File: config.mk
export PLATFORM = sky130hd
export DESIGN_NAME = gated_ripple_alu
export DESIGN_NICKNAME = d
export VERILOG_FILES = /design/src/rtl/gra_pkg.sv /design/src/rtl/gra_operand_prep.sv /design/src/rtl/gra_minterm_bit.sv /design/src/rtl/gra_ripple_chain.sv /design/src/rtl/gated_ripple_alu.sv
export SDC_FILE = /design/constraint.sdc
export NUM_CORES = 1
export LEC_CHECK = 0
export BUFFER_PORTS_ARGS = -buffer_cell sky130_fd_sc_hd__buf_2
export CAP_MARGIN = 10
export CORE_ASPECT_RATIO = 1.4
export CORE_MARGIN = 1.5
export CORE_UTILIZATION = 40
export DETAILED_ROUTE_END_ITERATION = 10
export GPL_ROUTABILITY_DRIVEN = 0
export PLACE_DENSITY_LB_ADDON = 0.05
export RECOVER_POWER = 100
export SKIP_CTS_REPAIR_TIMING = 1
export SLEW_MARGIN = 10
export SYNTH_ARGS = -nofsm -noshare
export SYNTH_HDL_FRONTEND = slang
export SYNTH_SLANG_ARGS = --single-unit
File: constraint.sdc
create_clock -name clk -period 2.6 [get_ports clk]
set_input_delay 0.52 -clock clk [delete_from_list [all_inputs] [get_ports clk]]
set_output_delay 0.52 -clock clk [all_outputs]
set_load 0.01 [all_outputs]
File: src/rtl/gra_pkg.sv
package gra_pkg;

  // Row index of a bit's product term: {a, b, cin}, a is the MSB.
  localparam int unsigned ROWS = 8;

  // Rows whose product term feeds the sum output (1, 2, 4, 7).
  localparam logic [ROWS-1:0] SUM_ROWS   = 8'b1001_0110;
  // Rows whose product term feeds the carry output (3, 5, 6, 7).
  localparam logic [ROWS-1:0] CARRY_ROWS = 8'b1110_1000;

  // Row used by the carry-generate gate and the extra sum term.
  localparam int unsigned GEN_ROW = 6;

  typedef struct packed {
    logic f1;  // single-one sum terms
    logic f2;  // carry generate term
    logic f3;  // extra sum term on the generate row
  } gate_ctrl_t;

  // Per-row enable: rows 2 and 4 follow f1, row 6 follows f2.
  function automatic logic [ROWS-1:0] row_enable(input gate_ctrl_t g);
    logic [ROWS-1:0] m;
    m = '1;
    m[2] = g.f1;
    m[4] = g.f1;
    m[GEN_ROW] = g.f2;
    return m;
  endfunction

endpackage

File: src/rtl/gra_operand_prep.sv
module gra_operand_prep #(
  parameter int unsigned WIDTH = 16
) (
  input  logic [WIDTH-1:0] b_in,
  input  logic             c0_in,
  input  logic             sub_in,
  output logic [WIDTH-1:0] b_eff,
  output logic             cin0
);

  // Subtract conditions b by exclusive-or and supplies the +1.
  always_comb begin
    b_eff = b_in ^ {WIDTH{sub_in}};
    cin0  = c0_in | sub_in;
  end

endmodule

File: src/rtl/gra_minterm_bit.sv
module gra_minterm_bit
  import gra_pkg::*;
(
  input  logic       a_i,
  input  logic       b_i,
  input  logic       cin,
  input  gate_ctrl_t ctrl,
  output logic       sum,
  output logic       cout
);

  logic [ROWS-1:0] hit;
  logic [ROWS-1:0] en_mask;

  // One product term per truth-table row.
  for (genvar r = 0; r < ROWS; r++) begin : g_row
    localparam logic [2:0] IDX = 3'(r);
    assign hit[r] = (a_i == IDX[2]) & (b_i == IDX[1]) & (cin == IDX[0]);
  end

  always_comb begin
    en_mask = row_enable(ctrl);
    sum  = (|(hit & en_mask & SUM_ROWS)) | (ctrl.f3 & hit[GEN_ROW]);
    cout = |(hit & en_mask & CARRY_ROWS);
  end

endmodule

File: src/rtl/gra_ripple_chain.sv
module gra_ripple_chain
  import gra_pkg::*;
#(
  parameter int unsigned WIDTH = 16
) (
  input  logic [WIDTH-1:0] a,
  input  logic [WIDTH-1:0] b,
  input  logic             cin0,
  input  gate_ctrl_t       ctrl,
  output logic [WIDTH-1:0] sum,
  output logic             cout
);

  logic [WIDTH:0] c;

  assign c[0] = cin0;

  for (genvar i = 0; i < WIDTH; i++) begin : g_bit
    gra_minterm_bit u_bit (
      .a_i  (a[i]),
      .b_i  (b[i]),
      .cin  (c[i]),
      .ctrl (ctrl),
      .sum  (sum[i]),
      .cout (c[i+1])
    );
  end

  assign cout = c[WIDTH];

endmodule

File: src/rtl/gated_ripple_alu.sv
module gated_ripple_alu
  import gra_pkg::*;
#(
  parameter int unsigned WIDTH = 16
) (
  input  logic             clk,
  input  logic             rst_n,
  input  logic             en,
  input  logic [WIDTH-1:0] a,
  input  logic [WIDTH-1:0] b,
  input  logic             c0,
  input  logic             sub,
  input  logic             f1,
  input  logic             f2,
  input  logic             f3,
  output logic [WIDTH-1:0] result,
  output logic             carry
);

  gate_ctrl_t       ctrl;
  logic [WIDTH-1:0] b_eff;
  logic             cin0;
  logic [WIDTH-1:0] sum_w;
  logic             cout_w;
  logic [WIDTH-1:0] result_d, result_q;
  logic             carry_d, carry_q;

  assign ctrl = '{f1: f1, f2: f2, f3: f3};

  gra_operand_prep #(.WIDTH(WIDTH)) u_prep (
    .b_in   (b),
    .c0_in  (c0),
    .sub_in (sub),
    .b_eff  (b_eff),
    .cin0   (cin0)
  );

  gra_ripple_chain #(.WIDTH(WIDTH)) u_chain (
    .a    (a),
    .b    (b_eff),
    .cin0 (cin0),
    .ctrl (ctrl),
    .sum  (sum_w),
    .cout (cout_w)
  );

  // Next state with explicit load enable.
  always_comb begin
    result_d = result_q;
    carry_d  = carry_q;
    if (en) begin
      result_d = sum_w;
      carry_d  = cout_w;
    end
  end

  always_ff @(posedge clk or negedge rst_n) begin
    if (!rst_n) begin
      result_q <= '0;
      carry_q  <= 1'b0;
    end else begin
      result_q <= result_d;
      carry_q  <= carry_d;
    end
  end

  assign result = result_q;
  assign carry  = carry_q;

endmodule

==> results of run 1 <==
worst min path at each step:
stage / endpoint / start / cells after the start
final: result[3] / rst_n / 1
after global routing: result[3] / rst_n / 1
after CTS: result[2] / rst_n / 1
after detailed placement: result[0] / result[0] / 1
after global placement: result[4] / result[4] / 1
after floorplan: carry / rst_n / 0
power breakdown:
part / leakage [nW] / switching [mW] / internal (mW) / total [mW]
registers: 0.202 / 0.0235 / 0.308 / 0.332
clock network: 0.0255 / 0.112 / 0.107 / 0.218
logic: 1.16 / 0.348 / 0.309 / 0.657
total: 1.38 / 0.483 / 0.724 / 1.21
layer usage:
layer	up-vias	track usage	share of wire
met4	0	0.0633	0.022
met5	-	0	0
li1	1357	-	-
met1	1239	0.274	0.43
met2	60	0.410	0.51
met3	11	0.0108	0.040
final cells by class:
cell class / instances / area, µm² / share of cell area
clock inverters: 1 / 5.00 / 0.00161
clock buffers: 3 / 41.3 / 0.0133
inverters: 18 / 67.6 / 0.0218
multi-input cells: 259 / 1800 / 0.581
flip-flops and latches: 17 / 425 / 0.137
repair buffers: 111 / 676 / 0.218
well taps: 68 / 85.1 / 0.0274
registers in the layout, summed over array words and instances (netlist names):
signal	count
carry	1
result	16
layout by cell type (no fill, tap or decap), types with 6 or more instances in the layout:
cell type,Yosys,routed
mux2i_1,8,8
inv_1,17,17
o21ai_0,22,22
xor2_1,9,9
nand2_1,29,29
xnor2_1,6,6
clkbuf_1,11,19
nand3_1,10,10
a21oi_1,21,21
buf_2,4,36
nor2_1,25,25
a31oi_1,9,8
o211ai_1,9,9
nor3_1,6,6
nor2b_1,8,8
buf_4,0,55
dfrtp_1,17,17
worst max-delay path, stage by stage:
cell,delay (ns)
buf_2,0.15
nor2b_1,0.14
o211ai_1,0.23
a21oi_1,0.16
or2_4,0.29
o311ai_4,0.31
a21oi_1,0.13
a21oi_2,0.20
nor3_1,0.08
o41a_1,0.40
through the flow:
stage          hold slack, ns  setup WS (ns)  cell area (µm²)  utilization
6_report                0.428          0.132             3100        0.554
5_1_grt                 0.519       -0.00237             3100        0.554
4_1_cts                 0.218         0.0225             3090        0.551
3_5_place_dp            0.471         -0.248             3040        0.543
3_3_place_gp            0.461         -0.185             3040        0.543
2_1_floorplan           0.224         0.0560             2360            -
kinds of logic after synthesis:
group                      after synthesis  synth area share
AOI/OAI and AO/OA                      126             0.398
and+or+nand+nor                        103             0.211
buffers and inverters                   37            0.0709
xor gates and xnor gates                19            0.0926
DFF                                     17             0.180
muxes                                   10            0.0434
adders and majority gates                1           0.00476
==> impl_metrics.py, run 1 <==
metrics = {
    "status": {
        "status": "finished, final reports clean",
    },
    "global_routing": {
        "antenna_found_initial": 0,
        "grt_max_degree": 28,
        "grt_pass1_vias": 2528,
        "grt_overflow": 0,
        "grt_usage": 0.224,
        "grt_pass1_wl_mm": 11.2,
    },
    "drt": {
        "finalWirelength_mm": 6.94,
        "drtPass1Iterations": 4,
        "via_per_inst": 5.59,
        "dr_total_vias": 2667,
        "ant_nets": 0,
        "drt_drc_violations_left": 0,
        "routedWlPerCell_um": 14.5,
        "initialDrtViolationCount": 73,
    },
    "synth": {
        "syn-num-nets": 353,
        "synth_top_area_share": 0.180,
        "yosys-top-cells-count": "nand2_1, nor2_1, o21ai_0, a21oi_1",
        "ys_seq_area_frac": 0.180,
        "synth_area_mm2": 0.00236,
        "synth_edf_count": 0,
        "ys_warn_count": 0,
        "ys_ff_latch": 17,
        "synth_area_leaders": "dfrtp_1, o21ai_0, nand2_1, a21oi_1, nor2_1",
        "yosysMostFrequentCell": "nand2_1",
        "synthFlopType": "dfrtp_1",
        "ys_types": 72,
        "avgSynthCellArea_um2": 7.55,
        "synth_area_leader_cell": "dfrtp_1",
        "async_flop_share": 1.00,
        "syn-instance-count": 313,
    },
    "timing": {
        "fin_setup_tns_ns": 0,
        "rsz0062_at_grt": "yes",
        "drv_slew": 0,
        "final.setup_skew_ns": 0,
        "finalSetupViolCount": 0,
        "worst-slew-pin-transition_ns": 1.07,
        "min_period_ns": 2.47,
        "max_freq_mhz": 405,
        "period_share": 0.949,
        "maxSlewHeadroom": 0.285,
        "finalHoldViolations": 0,
    },
    "floorplan": {
        "die_y_um": 94.0,
        "die_area_mm2": 0.00639,
        "die_w_um": 68.0,
        "start_util": 0.422,
        "placementRows": 32,
        "core_area_mm2": 0.00561,
        "io_pins": 57,
    },
    "cts": {
        "insertion_delay_ns": 0.26,
        "cts-root-buf": "clkbuf_8",
        "cts_num_sinks": 17,
        "cts_tree": "built",
        "clk_pin_slew_ns": 0.08,
        "cts-htree-levels": 1,
        "cts_made_buffers": 3,
        "clockBufferDepth": 2,
    },
    "power": {
        "power_density_mw_per_mm2": 389,
        "p_leak_nw": 1.38,
        "p_total_mw": 1.21,
        "peakVddDrop_v": 0.000180,
    },
    "setup_path": {
        "startpoint": "a[3]",
        "worstSetupEndpointType": "register",
        "critical_path.endpoint": "result[14]",
        "reg2reg_setup_slack_ns": 1.71,
        "cp_max_fo": 6,
        "cp.arrival_ns": 2.61,
        "worst-setup-path-type": "primary input to register",
        "reg2reg_depth": 2,
        "r2r_end": "result[12]",
        "worstSetupStartpointType": "primary input",
        "timing.rr.start": "result[12]",
        "critPathRequiredTime_ns": 2.74,
    },
    "placed_design": {
        "dp_cells": 473,
        "port-buffer-count": 56,
        "dp_hpwl_mm": 5.42,
    },
    "hold_path": {
        "hold_class": "primary input to asynchronous set/reset pin",
    },
    "finish": {
        "fill_cells": 581,
        "layout-drive-gt1-share": 0.306,
        "stdcell_count": 477,
        "area_growth_pct": 31.3,
        "nNetsFinal": 450,
        "diodes": 0,
    },
    "run": {
        "cap_violations": 0,
    },
}
Note: power is estimated with default switching activity, not from simulation.
==> run 2, diff against run 1 <==
- clock period: 2.6 -> 2.4 ns (I/O delays scaled with it)
==> impl_metrics.py, run 2 (synthesis results as in run 1) <==
metrics = {
    "floorplan": {
        "io_pins": 57,
        "start_util": 0.422,
        "die_y_um": 94.0,
        "die_w_um": 68.0,
        "die_area_mm2": 0.00639,
        "placementRows": 32,
        "core_area_mm2": 0.00561,
    },
    "drt": {
        "dr_total_vias": 2765,
        "ant_nets": 0,
        "routedWlPerCell_um": 13.9,
        "initialDrtViolationCount": 80,
        "via_per_inst": 5.48,
        "drt_drc_violations_left": 0,
        "finalWirelength_mm": 7.04,
        "drtPass1Iterations": 5,
    },
    "setup_path": {
        "crit_chain": "buf_2 -> nor2b_4 -> o211ai_1 -> a31oi_2 -> or2_4 -> o311ai_4 -> buf_4 -> nand2_2 -> a221o_1 -> a221o_1",
        "timing.rr.start": "result[14]",
        "reg2reg_depth": 2,
        "cp.arrival_ns": 2.53,
        "worstSetupEndpointType": "register",
        "path_buf_inv": 2,
        "r2r_end": "result[14]",
        "cp_slowest_cell": "a221o_1",
        "worst-setup-path-type": "primary input to register",
        "cp_max_fo": 3,
        "critPathRequiredTime_ns": 2.55,
        "cpLargestDelayFamily": "compound AO/OA/AOI/OAI gates",
        "cp_common_cell": "a221o_1",
        "reg2reg_setup_slack_ns": 1.51,
        "max_stage_delay_ns": 0.32,
        "worstSetupStartpointType": "primary input",
    },
    "run": {
        "cap_violations": 0,
    },
    "finish": {
        "layout-drive-gt1-share": 0.421,
        "diodes": 0,
        "final_cell_mix": "buf_4, buf_2, nand2_1",
        "area_growth_pct": 47.2,
        "nNetsFinal": 478,
        "largest_register_ffs": 16,
        "utilization": 0.621,
        "final_common_cell": "buf_4",
        "fill_cells": 523,
    },
    "cts": {
        "cts-root-buf": "clkbuf_8",
        "clk_pin_slew_ns": 0.08,
        "insertion_delay_ns": 0.26,
        "clockBufferDepth": 2,
        "cts_num_sinks": 17,
        "cts_tree": "built",
        "cts-htree-levels": 1,
        "cts_made_buffers": 3,
    },
    "timing": {
        "fin_setup_tns_ns": 0,
        "worst-slew-pin-transition_ns": 1.03,
        "final.setup_skew_ns": 0,
        "setup_slack_ns": 0.0140,
        "min_period_ns": 2.39,
        "rsz0062_at_grt": "yes",
        "period_share": 0.994,
        "finalHoldViolations": 0,
        "whs_ns": 0.367,
        "max_freq_mhz": 419,
        "maxSlewHeadroom": 0.312,
        "finalSetupViolCount": 0,
        "drv_slew": 0,
    },
    "global_routing": {
        "grt_pass1_vias": 2614,
        "grt_max_degree": 28,
        "grt_pass1_wl_mm": 11.5,
        "grt_overflow": 0,
        "antenna_found_initial": 0,
        "grt_usage": 0.230,
    },
    "power": {
        "power_frac_clock": 0.170,
        "p_leak_nw": 1.61,
        "combinationalPowerShare": 0.578,
        "pwr-share-seq": 0.253,
        "power_density_mw_per_mm2": 403,
        "p_sw_mw": 0.542,
        "switching_share": 0.387,
        "peakVddDrop_v": 0.000204,
        "p_int_mw": 0.859,
    },
    "placed_design": {
        "port-buffer-count": 56,
        "dpl_worst_slack_ns": -0.392,
        "dp_hpwl_mm": 5.46,
    },
    "hold_path": {
        "hold_class": "primary input to asynchronous set/reset pin",
    },
    "status": {
        "status": "finished, final reports clean",
    },
}
[run 2: worst max path at each step]
| stage | slack (ns) | to | start | cells after the start |
|---|---|---|---|---|
| final | 0.01 | result[12] | a[3] | 10 |
| after global routing | -0.06 | result[12] | a[4] | 10 |
| after CTS | -0.12 | result[7] | sub | 11 |
| after detailed placement | -0.39 | result[7] | sub | 11 |
| after global placement | -0.35 | result[7] | sub | 11 |
| after floorplan | -0.10 | result[14] | a[4] | 10 |
[run 2: routing by layer]
layer / vias up / routed length, µm / track usage
met5: - / 0 / 0
met2: 56 / 3700 / 0.430
li1: 1418 / - / -
met1: 1285 / 3070 / 0.272
met4: 0 / 61 / 0.0583
met3: 6 / 208 / 0.0168
[run 2: area by class of cell]
type	count	area (µm²)	area share
timing repair buffer	139	966	0.278
clock buffer	3	41.3	0.0119
tap	68	85.1	0.0245
sequential	17	425	0.122
clock inverter	1	5.00	0.00144
inverter	18	67.6	0.0194
multi-input combinational	259	1890	0.543
[run 2: power by group through the flow]
stage	clock, mW	sequential (mW)	combinational [mW]
after floorplan	0	0.387	0.408
after global placement	0	0.360	0.726
after detailed placement	0	0.361	0.736
after CTS	0.243	0.355	0.739
after global routing	0.256	0.362	0.893
final	0.238	0.354	0.809
[run 2: per-stage QoR]
| stage | area, µm² | cells | power, mW |
|---|---|---|---|
| after floorplan | 2390 | 313 | 0.794 |
| after global placement | 3200 | 492 | 1.09 |
| after detailed placement | 3200 | 492 | 1.10 |
| after CTS | 3250 | 496 | 1.34 |
| after global routing | 3480 | 505 | 1.51 |
| final | 3480 | 505 | 1.40 |
